--- src/rtl/mmu_sreg_pkg.sv ---
// Package: register numbers and decoded access class shared by the unit.
// Assumes a 4-bit register number on the bus.
package mmu_sreg_pkg;
    localparam int RN_W = 4;

    typedef enum logic [RN_W-1:0] {
        RN_WIN_DATA = 4'h2,
        RN_WIN_TAG  = 4'h3,
        RN_PID      = 4'h4,
        RN_ZONE     = 4'h5,
        RN_INDEX    = 4'h6,
        RN_SEARCH   = 4'h7
    } rnum_e;

    typedef struct packed {
        logic win;
        logic tag;
        logic pid;
        logic zone;
        logic index;
        logic search;
        logic undef;
        logic allow;
    } dec_t;
endpackage

--- src/rtl/mmu_sreg_decode.sv ---
// Module: decodes the register number and applies the access-level gating.
// Assumes cfg inputs are static during an access; purely combinational.
module mmu_sreg_decode
    import mmu_sreg_pkg::*;
(
    input  logic [RN_W-1:0] rnum,
    input  logic            write,
    input  logic [1:0]      cfg_mode,
    input  logic [1:0]      cfg_access,
    output dec_t            dec,
    output logic            enabled
);
    logic priv_wr;
    logic rd_ok;

    // Classify the register number and decide whether the access is allowed.
    always_comb begin
        dec      = '0;
        enabled  = (cfg_mode >= 2'd2) && (cfg_access != 2'd0);
        priv_wr  = (cfg_access >= 2'd2);
        rd_ok    = cfg_access[0];
        case (rnum_e'(rnum))
            RN_WIN_DATA, RN_WIN_TAG: dec.win = 1'b1;
            RN_PID:                  dec.pid = 1'b1;
            RN_ZONE:                 dec.zone = 1'b1;
            RN_INDEX:                dec.index = 1'b1;
            RN_SEARCH:               dec.search = 1'b1;
            default:                 dec.undef = 1'b1;
        endcase
        dec.tag = dec.win & rnum[0];
        if (write)
            dec.allow = enabled & ((dec.win | dec.index) |
                                   ((dec.pid | dec.zone | dec.search) & priv_wr));
        else
            dec.allow = enabled & ((dec.index | dec.search) |
                                   ((dec.win | dec.pid | dec.zone) & rd_ok));
    end
endmodule

--- src/rtl/mmu_sreg_search.sv ---
// Module: tracks one outstanding table search from start to response.
// Assumes the responder answers once per request; request is held until then.
module mmu_sreg_search #(
    parameter int DATA_W   = 32,
    parameter int IDX_W    = 8,
    parameter int PAGE_LSB = 10
) (
    input  logic              clk,
    input  logic              rst_n,
    input  logic              start,
    input  logic [DATA_W-1:0] vaddr,
    output logic              srch_req,
    output logic [DATA_W-1:0] srch_page,
    input  logic              srch_rsp_valid,
    input  logic              srch_rsp_hit,
    input  logic [IDX_W-1:0]  srch_rsp_idx,
    output logic              busy,
    output logic              done,
    output logic              done_hit,
    output logic [IDX_W-1:0]  done_idx
);
    localparam logic [DATA_W-1:0] PAGE_MASK =
        {{(DATA_W-PAGE_LSB){1'b1}}, {PAGE_LSB{1'b0}}};

    logic              busy_q;
    logic [DATA_W-1:0] page_q;

    // Hold the searched page and the busy flag until the response arrives.
    always_ff @(posedge clk) begin
        if (!rst_n) begin
            busy_q <= 1'b0;
            page_q <= '0;
        end else if (busy_q && srch_rsp_valid) begin
            busy_q <= 1'b0;
        end else if (start && !busy_q) begin
            busy_q <= 1'b1;
            page_q <= vaddr & PAGE_MASK;
        end
    end

    assign srch_req  = busy_q;
    assign srch_page = page_q;
    assign busy      = busy_q;
    assign done      = busy_q & srch_rsp_valid;
    assign done_hit  = srch_rsp_hit;
    assign done_idx  = srch_rsp_idx;
endmodule

--- src/rtl/mmu_sreg_unit.sv ---
// Module: MMU special register unit. Holds index, identifier and zone registers,
// gives windowed access to table entries and runs searches.
// Assumes a combinational table read port and one access per accepted cycle.
module mmu_sreg_unit
    import mmu_sreg_pkg::*;
#(
    parameter int DATA_W   = 32,
    parameter int IDX_W    = 8,
    parameter int TID_W    = 8,
    parameter int PAGE_LSB = 10
) (
    input  logic              clk,
    input  logic              rst_n,
    input  logic [1:0]        cfg_mode,
    input  logic [1:0]        cfg_access,
    input  logic              req_valid,
    output logic              req_ready,
    input  logic              req_write,
    input  logic [RN_W-1:0]   req_rnum,
    input  logic [DATA_W-1:0] req_wdata,
    output logic              rd_valid,
    output logic [DATA_W-1:0] rd_data,
    output logic              err_pulse,
    output logic              tlb_wr_en,
    output logic              tlb_wr_tag,
    output logic [IDX_W-1:0]  tlb_wr_idx,
    output logic [DATA_W-1:0] tlb_wr_data,
    output logic [TID_W-1:0]  tlb_wr_tid,
    output logic [IDX_W-1:0]  tlb_rd_idx,
    input  logic [DATA_W-1:0] tlb_rd_tag,
    input  logic [DATA_W-1:0] tlb_rd_data,
    input  logic [TID_W-1:0]  tlb_rd_tid,
    output logic              srch_req,
    output logic [DATA_W-1:0] srch_page,
    input  logic              srch_rsp_valid,
    input  logic              srch_rsp_hit,
    input  logic [IDX_W-1:0]  srch_rsp_idx
);
    localparam int TOP = DATA_W - 1;

    dec_t              dec;
    logic              enabled;
    logic              accept, go, wr_go, rd_go;
    logic              busy, done, done_hit;
    logic [IDX_W-1:0]  done_idx;
    logic [DATA_W-1:0] index_q, pid_q, zone_q, rd_next;

    mmu_sreg_decode u_dec (
        .rnum       (req_rnum),
        .write      (req_write),
        .cfg_mode   (cfg_mode),
        .cfg_access (cfg_access),
        .dec        (dec),
        .enabled    (enabled)
    );

    mmu_sreg_search #(
        .DATA_W   (DATA_W),
        .IDX_W    (IDX_W),
        .PAGE_LSB (PAGE_LSB)
    ) u_srch (
        .clk            (clk),
        .rst_n          (rst_n),
        .start          (wr_go & dec.search),
        .vaddr          (req_wdata),
        .srch_req       (srch_req),
        .srch_page      (srch_page),
        .srch_rsp_valid (srch_rsp_valid),
        .srch_rsp_hit   (srch_rsp_hit),
        .srch_rsp_idx   (srch_rsp_idx),
        .busy           (busy),
        .done           (done),
        .done_hit       (done_hit),
        .done_idx       (done_idx)
    );

    // Bus handshake: stall while a search is outstanding.
    assign req_ready = ~busy;
    assign accept    = req_valid & req_ready;
    assign go        = accept & dec.allow;
    assign wr_go     = go & req_write;
    assign rd_go     = go & ~req_write;

    // Entry ports addressed by the index register.
    assign tlb_wr_en   = wr_go & dec.win;
    assign tlb_wr_tag  = dec.tag;
    assign tlb_wr_idx  = index_q[IDX_W-1:0];
    assign tlb_wr_data = req_wdata;
    assign tlb_wr_tid  = pid_q[TID_W-1:0];
    assign tlb_rd_idx  = index_q[IDX_W-1:0];

    // Select read data; refused or unknown reads give zero.
    always_comb begin
        rd_next = '0;
        if (rd_go) begin
            if (dec.win)        rd_next = dec.tag ? tlb_rd_tag : tlb_rd_data;
            else if (dec.pid)   rd_next = pid_q;
            else if (dec.zone)  rd_next = zone_q;
            else if (dec.index) rd_next = index_q;
        end
    end

    // Index register: search result first, else software write of low bits.
    always_ff @(posedge clk) begin
        if (!rst_n)
            index_q <= '0;
        else if (done)
            index_q <= done_hit ? {{(DATA_W-IDX_W){1'b0}}, done_idx}
                                : {1'b1, index_q[TOP-1:0]};
        else if (wr_go && dec.index)
            index_q <= {index_q[TOP], req_wdata[TOP-1:0]};
    end

    // Identifier register: software write, or load from entry on tag read.
    always_ff @(posedge clk) begin
        if (!rst_n)
            pid_q <= '0;
        else if (wr_go && dec.pid)
            pid_q <= req_wdata;
        else if (rd_go && dec.tag)
            pid_q <= {{(DATA_W-TID_W){1'b0}}, tlb_rd_tid};
    end

    // Zone register: plain software write.
    always_ff @(posedge clk) begin
        if (!rst_n)
            zone_q <= '0;
        else if (wr_go && dec.zone)
            zone_q <= req_wdata;
    end

    // Registered read response and undefined-number error pulse.
    always_ff @(posedge clk) begin
        if (!rst_n) begin
            rd_valid  <= 1'b0;
            rd_data   <= '0;
            err_pulse <= 1'b0;
        end else begin
            rd_valid  <= accept & ~req_write;
            rd_data   <= rd_next;
            err_pulse <= accept & dec.undef & enabled;
        end
    end
endmodule

--- config.mk ---
export PLATFORM = sky130hd
export DESIGN_NAME = mmu_sreg_unit
export DESIGN_NICKNAME = d
export VERILOG_FILES = /design/src/rtl/mmu_sreg_pkg.sv /design/src/rtl/mmu_sreg_decode.sv /design/src/rtl/mmu_sreg_search.sv /design/src/rtl/mmu_sreg_unit.sv
export SDC_FILE = /design/constraint.sdc
export NUM_CORES = 1
export LEC_CHECK = 0
export ABC_AREA = 1
export CAP_MARGIN = 20
export CORE_MARGIN = 2
export CORE_UTILIZATION = 50
export CTS_CLUSTER_SIZE = 28
export DETAILED_ROUTE_END_ITERATION = 16
export GPL_TIMING_DRIVEN = 1
export PLACE_DENSITY = 0.91
export SLEW_MARGIN = 20
export SYNTH_ARGS = -nofsm -noshare
export SYNTH_HDL_FRONTEND = slang
export SYNTH_HIERARCHICAL = 1
export SYNTH_SLANG_ARGS = --single-unit
--- constraint.sdc ---
create_clock -name clk -period 3.8 [get_ports clk]
set_clock_uncertainty 0.2 [all_clocks]
set_input_delay 1.14 -clock clk [delete_from_list [all_inputs] [get_ports clk]]
set_output_delay 1.14 -clock clk [all_outputs]
set_load 0.02 [all_outputs]
==> results of run 1 <==
==> Yosys cell counts (2+ instances only) <==
| master | n |
|---|---|
| a21oi_1 | 82 |
| buf_1 | 9 |
| buf_2 | 23 |
| buf_4 | 81 |
| buf_6 | 3 |
| clkbuf_1 | 37 |
| dfxtp_1 | 153 |
| inv_1 | 60 |
| inv_2 | 11 |
| nand2_1 | 170 |
| nand2_2 | 2 |
| nand3_1 | 139 |
| nand3b_1 | 14 |
| nor2_1 | 201 |
| nor2_2 | 4 |
| nor2_4 | 3 |
| nor3_1 | 5 |
| o211ai_1 | 32 |
| o21ai_0 | 74 |
==> layout make-up <==
cell class                 count  area (um2)  share of cell area
sequential                   153        3063              0.2897
timing repair buffer         306        2962              0.2802
antenna                        1       2.502           0.0002367
multi-input combinational    739        3407              0.3223
inverter                      71       266.5             0.02521
clock buffer                  21       470.5             0.04450
tap                          188       235.2             0.02225
clock inverter                10       165.2             0.01562
==> routing by layer <==
layer	share of wire	track usage	wire length, um	vias up
met4	0.020	0.1125	473	0
met2	0.48	0.4888	11450	419
met3	0.099	0.07873	2357	40
met5	0	0	0	-
li1	-	-	-	3863
met1	0.40	0.3587	9632	3661
==> power breakdown <==
part / switching, uW / internal, uW
clock network: 672 / 1150
logic: 199 / 210
registers: 2.57 / 1610
total: 874 / 2970
==> placed cells by master (no fill, tap or decap), types with 4 or more instances in the layout <==
cell             netlist  layout
clkdlybuf4s50_1        0     232
nor2_1               201     198
nand2_1              170     170
dfxtp_1              153     153
nand3_1              139     138
a21oi_1               82      82
o21ai_0               74      73
buf_4                 81      61
inv_1                 60      58
o211ai_1              32      32
clkbuf_16              0      17
nand3b_1              14      14
inv_2                 11      13
conb_1                 1      10
nor2_2                 4       5
nor2_4                 3       5
buf_12                 0       5
bufinv_16              0       4
==> cell families after synthesis <==
| logic type | Yosys count | share of synthesized area |
|---|---|---|
| flip-flops | 153 | 0.4030 |
| AND/OR/NAND/NOR | 541 | 0.3047 |
| AO/OA/AOI/OAI | 188 | 0.1343 |
| other | 1 | 0.0004934 |
| buffers and inverters | 224 | 0.1574 |
==> flip-flops by register name (all words and copies together) (netlist names) <==
signal	cells
err_pulse	1
index_q	32
pid_q	32
rd_data	32
rd_valid	1
u_srch/busy	1
u_srch/srch_page	22
zone_q	32
==> critical path: cells and delay by family <==
| family | cells | cell delay [ps] |
|---|---|---|
| and+or+nand+nor | 7 | 730 |
| buffers and inverters | 3 | 480 |
==> worst max path at each step <==
stage                           start        end  slack, ps  depth (start not counted)
after detailed placement  req_rnum[1]  tlb_wr_en       -680                         10
after floorplan           req_rnum[3]  tlb_wr_en        350                          9
after CTS                 req_rnum[3]  tlb_wr_en        -90                         11
after global placement    req_rnum[1]  tlb_wr_en       -600                         10
after global routing      req_rnum[1]  tlb_wr_en          7                         10
final                     req_rnum[1]  tlb_wr_en        110                         10
==> through the flow <==
| stage | hold WS (ps) | cells | power [uW] |
|---|---|---|---|
| after floorplan | 254.4 | 1116 | 1833 |
| after global placement | 261.3 | 1455 | 2045 |
| after detailed placement | 270.7 | 1455 | 2050 |
| after CTS | 280.4 | 1486 | 3855 |
| after global routing | 297.4 | 1489 | 3951 |
| final | 279.6 | 1489 | 3844 |
==> timing repair <==
action / CTS / global route
pin swaps: 0 / 3
cloned: 0 / 0
setup buffers: 0 / 2
endpoints found under the hold margin: 0 / 0
setup endpoints to repair: 2 / 1
gates resized for setup: 9 / 9
==> results by group, run 1 <==
Critical path
  • Crit end category: output port
  • Cell mode on critical path: nand2_1
  • WS Path Type: in -> out
  • Startpoint Class: input port
  • Cells along the critical path: clkdlybuf4s15_1 -> nand3_1 -> nand2_1 -> inv_1 -> nand2_1 -> nand2_1 -> nor2_2 -> nand3_2 -> nor2_4 -> buf_6
  • CP Max Fanout: 7
  • CP max stage delay: around 320 ps
  • R2r startpoint: u_srch/busy
  • WP data arrival: around 2400 ps
  • FF-to-FF End: u_srch/srch_page[18]
  • FF-to-FF path depth: 10
  • Flop-to-flop setup slack: approximately 1600 ps
  • Critical Path RT: about 2500 ps
  • CP max stage cell: clkdlybuf4s15_1

Finish
  • Fin area: 10,570 um2
  • Nets: about 1,400
  • Layout cells sized above 1: 0.09846
  • Fill count: between 1,000 and 1,500
  • Area grow syn2layout: 39.10%
  • Post-layout util: 0.7032

STA
  • Worst-margin pin slew: between 700 and 800 ps
  • Slew Viols, Final: 0
  • Max-slew headroom: 0.5019
  • Final setup viols: 0
  • Top achievable clock speed: 0.2712 GHz
  • Fin. Hold Viols: 0
  • Setup ws final: 113.3 ps
  • RSZ-0062 raised after global routing: false
  • Period utilization: 0.9702
  • Final min period: roughly 3700 ps
  • Setup TNS: 0 ps

Global routing
  • Initial antenna violation count: 1
  • Remaining Overflow, GRT: 0
  • Number of global-route vias before repair: between 7,000 and 8,000
  • Pin count of the biggest net entering global routing: 72
  • First-pass GRT wire length: ~38,000 um
  • Overall Global Routing Usage: 0.2918

Synth
  • Leading area contributor after synthesis: dfxtp_1
  • Ys flop type: dfxtp_1
  • Yosys reg bits: approximately 150
  • EDFF count, synth: 0
  • Synth top area share: 0.4030
  • Netlist Area Pre-Place: between 7000 and 8000 um2
  • Syn_area_per_cell: a little under 7 um2
  • Cells after Synth: around 1,100
  • Register area share after synthesis: 0.4030
  • Synth top area cells: dfxtp_1 40%, nor2_1 9.9%, nand3_1 9.2%
  • Distinct cells, synth: 23
  • Ys async rst share: 0
  • Yosys warning total: 6

Route
  • Post-DRT Antenna Nets: 0
  • Iter 0 DRT Violations: 833
  • Wirelength per Cell: ~16 um
  • Final wirelength: about 24,000 um
  • Vias/cell: 5.361
  • Drt first pass iters: 6
  • Via count: between 7,000 and 8,000
  • DRC Markers: 0

Clock network
  • Worst skew pair latency: 420 ps
  • # clock sinks: approximately 150
  • TritonCTS Buffers: 17
  • Root Driver: clkbuf_16
  • Max Buffers Root-to-Sink: 2
  • Worst-path clk slew: 60 ps
  • H-tree levels: 4
  • CTS tree: built
  • Cts hold-fix bufs: 0

Pwr
  • Power per standard cell area: ~360 nW/um2
  • Max IR drop VDD: ~0.33 mV
  • Leakage power: 0.004262 uW

Placement
  • Pre-CTS WS: -677.7 ps
  • DP HPWL: between 15,000 and 20,000 um
  • IO buf count: 240
  • RePlAce Congestion: between 0.8 and 0.9
  • DP Area: a little under 10,000 um2

Floorplanning
  • Die Width: between 100 and 150 um
  • FP Rows: between 40 and 50
  • Die area: roughly 16,000 um2
  • Initial core utilization: 0.5055
  • Chip height: roughly 130 um
  • IO Pins: about 250
  • Core ar.: around 15,000 um2

Hold path
  • Hold path depth: 2
  • Hold path endpoint: index_q[11]
  • HP Class: reg -> reg
  • Min-delay src: index_q[11]

Job
  • Maxcap violations: 0

Run status
  • Status: complete, no violations
(Power assumes the default switching activity.)
==> run 2: changes to the inputs <==
CORE_UTILIZATION = 69   (was 50)
DONT_BUFFER_PORTS = 1   (was not set)
PLACE_DENSITY = 0.9   (was 0.91)
==> run 2 against run 1 <==
Compared with the run above: power shrank 3.7%; flip-flop and latch count did not move; routed wire length fell by 11%; largest cell class unchanged; largest power group unchanged.
==> results by group, run 2 (synthesis gave the netlist of run 1 again) <==
STA
  • Max-slew headroom: 0.1957 (was 0.5019)
  • Period utilization: 0.9250 (was 0.9702)
  • Fin. Hold Viols: 0 (unchanged)
  • Final setup viols: 0 (unchanged)
  • Slew Viols, Final: 0 (unchanged)
  • Final min period: 3515 ps (was 3687 ps)
  • RSZ-0062 raised after global routing: false (unchanged)
  • Top achievable clock speed: 0.2845 GHz (was 0.2712 GHz)
  • Setup TNS: 0 ps (unchanged)
  • Worst-margin pin slew: 1205 ps (was 747.1 ps)
  • Hold WS: 279.6 ps (about the same)

Route
  • Via count: 6,993 (was 7,983)
  • Post-DRT Antenna Nets: 0 (unchanged)
  • DRC Markers: 0 (unchanged)
  • Final wirelength: 21,190 um (was 23,910 um)
  • Drt first pass iters: 5 (was 6)
  • Wirelength per Cell: 18.34 um (was 16.06 um)
  • Vias/cell: 6.055 (was 5.361)
  • Iter 0 DRT Violations: 704 (was 833)

Critical path
  • WP data arrival: 2170 ps (was 2350 ps)
  • Critical Path RT: 2460 ps (about the same)
  • CP Launch Point: req_rnum[3] (was req_rnum[1])
  • CP Max Fanout: 6 (was 7)
  • Worst Setup EP: tlb_wr_en (unchanged)
  • Crit end category: output port (unchanged)
  • R2r startpoint: u_srch/busy (unchanged)
  • WS Path Type: in -> out (unchanged)
  • Flop-to-flop setup slack: 1240 ps (was 1600 ps)
  • FF-to-FF End: index_q[28] (was u_srch/srch_page[18])
  • Startpoint Class: input port (unchanged)
  • FF-to-FF path depth: 7 (was 10)

Global routing
  • Initial antenna violation count: 0 (was 1)
  • Remaining Overflow, GRT: 0 (unchanged)
  • First-pass GRT wire length: 32,590 um (was 38,020 um)
  • Overall Global Routing Usage: 0.3577 (was 0.2918)
  • Pin count of the biggest net entering global routing: 73 (was 72)
  • Number of global-route vias before repair: 6,388 (was 7,691)

Floorplanning
  • Die Width: 109.0 um (was 127.3 um)
  • Initial core utilization: 0.7042 (was 0.5055)
  • Core ar.: 10,790 um2 (was 15,030 um2)
  • FP Rows: 38 (was 45)
  • Chip height: 109.0 um (was 127.3 um)
  • Die area: 11,870 um2 (was 16,200 um2)
  • IO Pins: 252 (unchanged)

Placement
  • DP HPWL: 12,910 um (was 15,830 um)
  • RePlAce Congestion: 0.8735 (was 0.8387)
  • IO buf count: 0 (was 240)

Clock network
  • CTS tree: built (unchanged)
  • Max Buffers Root-to-Sink: 2 (unchanged)
  • Root Driver: clkbuf_8 (was clkbuf_16)
  • Cts hold-fix bufs: 0 (unchanged)
  • Cts repair resizes: 0 (was 9)
  • H-tree levels: 4 (unchanged)
  • # clock sinks: 153 (unchanged)
  • Worst skew pair latency: 540 ps (was 420 ps)
  • Setup Fix Bufs, Post-CTS: 0 (unchanged)
  • Worst-path clk slew: 60 ps (about the same)
  • TritonCTS Buffers: 17 (unchanged)

Hold path
  • HP Class: reg -> reg (unchanged)

Finish
  • Antenna diode count: 0 (was 1)
  • Area grow syn2layout: 1.712% (was 39.10%)
  • Nets: 1,128 (was 1,414)
  • Most common cell after layout, fill and taps aside: nor2_1 (was clkdlybuf4s50_1)
  • Commonest cells after routing, fill and taps aside: 200 x nor2_1, 170 x nand2_1, 153 x dfxtp_1 (was 232 x clkdlybuf4s50_1, 198 x nor2_1, 170 x nand2_1)
  • Layout cells sized above 1: 0.07389 (was 0.09846)

Pwr
  • Power per standard cell area: 479.1 nW/um2 (was 363.6 nW/um2)
  • Max IR drop VDD: 0.3313 mV (was 0.3261 mV)
  • Leakage power: 0.003123 uW (was 0.004262 uW)

Run status
  • Status: complete, no violations (unchanged)

Job
  • Maxcap violations: 0 (unchanged)
run 2: changes by cell type in the layout (fill, tap and decap cells not counted), sizes merged, moves of 2 or more:
| cell | previous run | this run |
|---|---|---|
| clkdlybuf4s50 | 232 | 0 |
| buf | 68 | 20 |
| clkbuf | 21 | 26 |
| clkinvlp | 3 | 0 |
| dlymetal6s2s | 3 | 0 |
| bufinv | 4 | 6 |
| dlygate4sd2 | 2 | 0 |
| inv | 73 | 71 |
run 2: stage by stage:
step	util	std cells	setup slack, ps	area [um2]	total power, uW
final	0.7162	1155	285.0	7730	3704
after global placement	0.6524	1123	312.1	7042	1785
after global routing	0.7162	1155	205.1	7730	3800
after detailed placement	0.6524	1123	297.4	7042	1788
after floorplan	-	1116	353.5	7634	1833
after CTS	0.7162	1155	292.0	7730	3715
run 2: worst min path at each step:
| stage | startpoint | endpoint | slack [ps] | depth (start not counted) |
|---|---|---|---|---|
| after floorplan | zone_q[0] | zone_q[0] | 250 | 2 |
| after global placement | zone_q[31] | zone_q[31] | 260 | 2 |
| after detailed placement | zone_q[31] | zone_q[31] | 270 | 2 |
| after CTS | index_q[24] | index_q[24] | 280 | 2 |
| after global routing | index_q[22] | index_q[22] | 300 | 2 |
| final | pid_q[12] | pid_q[12] | 280 | 2 |
run 2: per-layer routing:
layer	routed length, um	track usage	vias to the layer above	share of wire
li1	-	-	3290	-
met1	7690	0.4240	3155	0.36
met2	10050	0.5812	487	0.47
met3	2694	0.1178	61	0.13
met4	748	0.1758	0	0.035
met5	0	0	-	0
run 2: cell type report:
| type | instances | area (um2) |
|---|---|---|
| Multi-Input combinational cell | 739 | 3387 |
| Fill cell | 882 | 3063 |
| Clock inverter | 6 | 180.2 |
| Sequential cell | 153 | 3063 |
| Tap cell | 140 | 175.2 |
| Clock buffer | 26 | 508.0 |
| Inverter | 71 | 266.5 |
| Timing Repair Buffer | 20 | 150.1 |
run 2: worst max-delay path: stages:
cell,delay [ps]
inv_2,60
nand2_2,100
inv_1,80
nand2_2,50
nand2_1,50
nand2_1,50
nor2_2,160
nand3_1,190
nor2_1,130
buf_4,170
run 2: report_power, final:
group | internal [uW] | switching, uW
logic | 40.2 | 98.9
clock network | 1310 | 640
registers | 1610 | 7.46
total | 2960 | 747
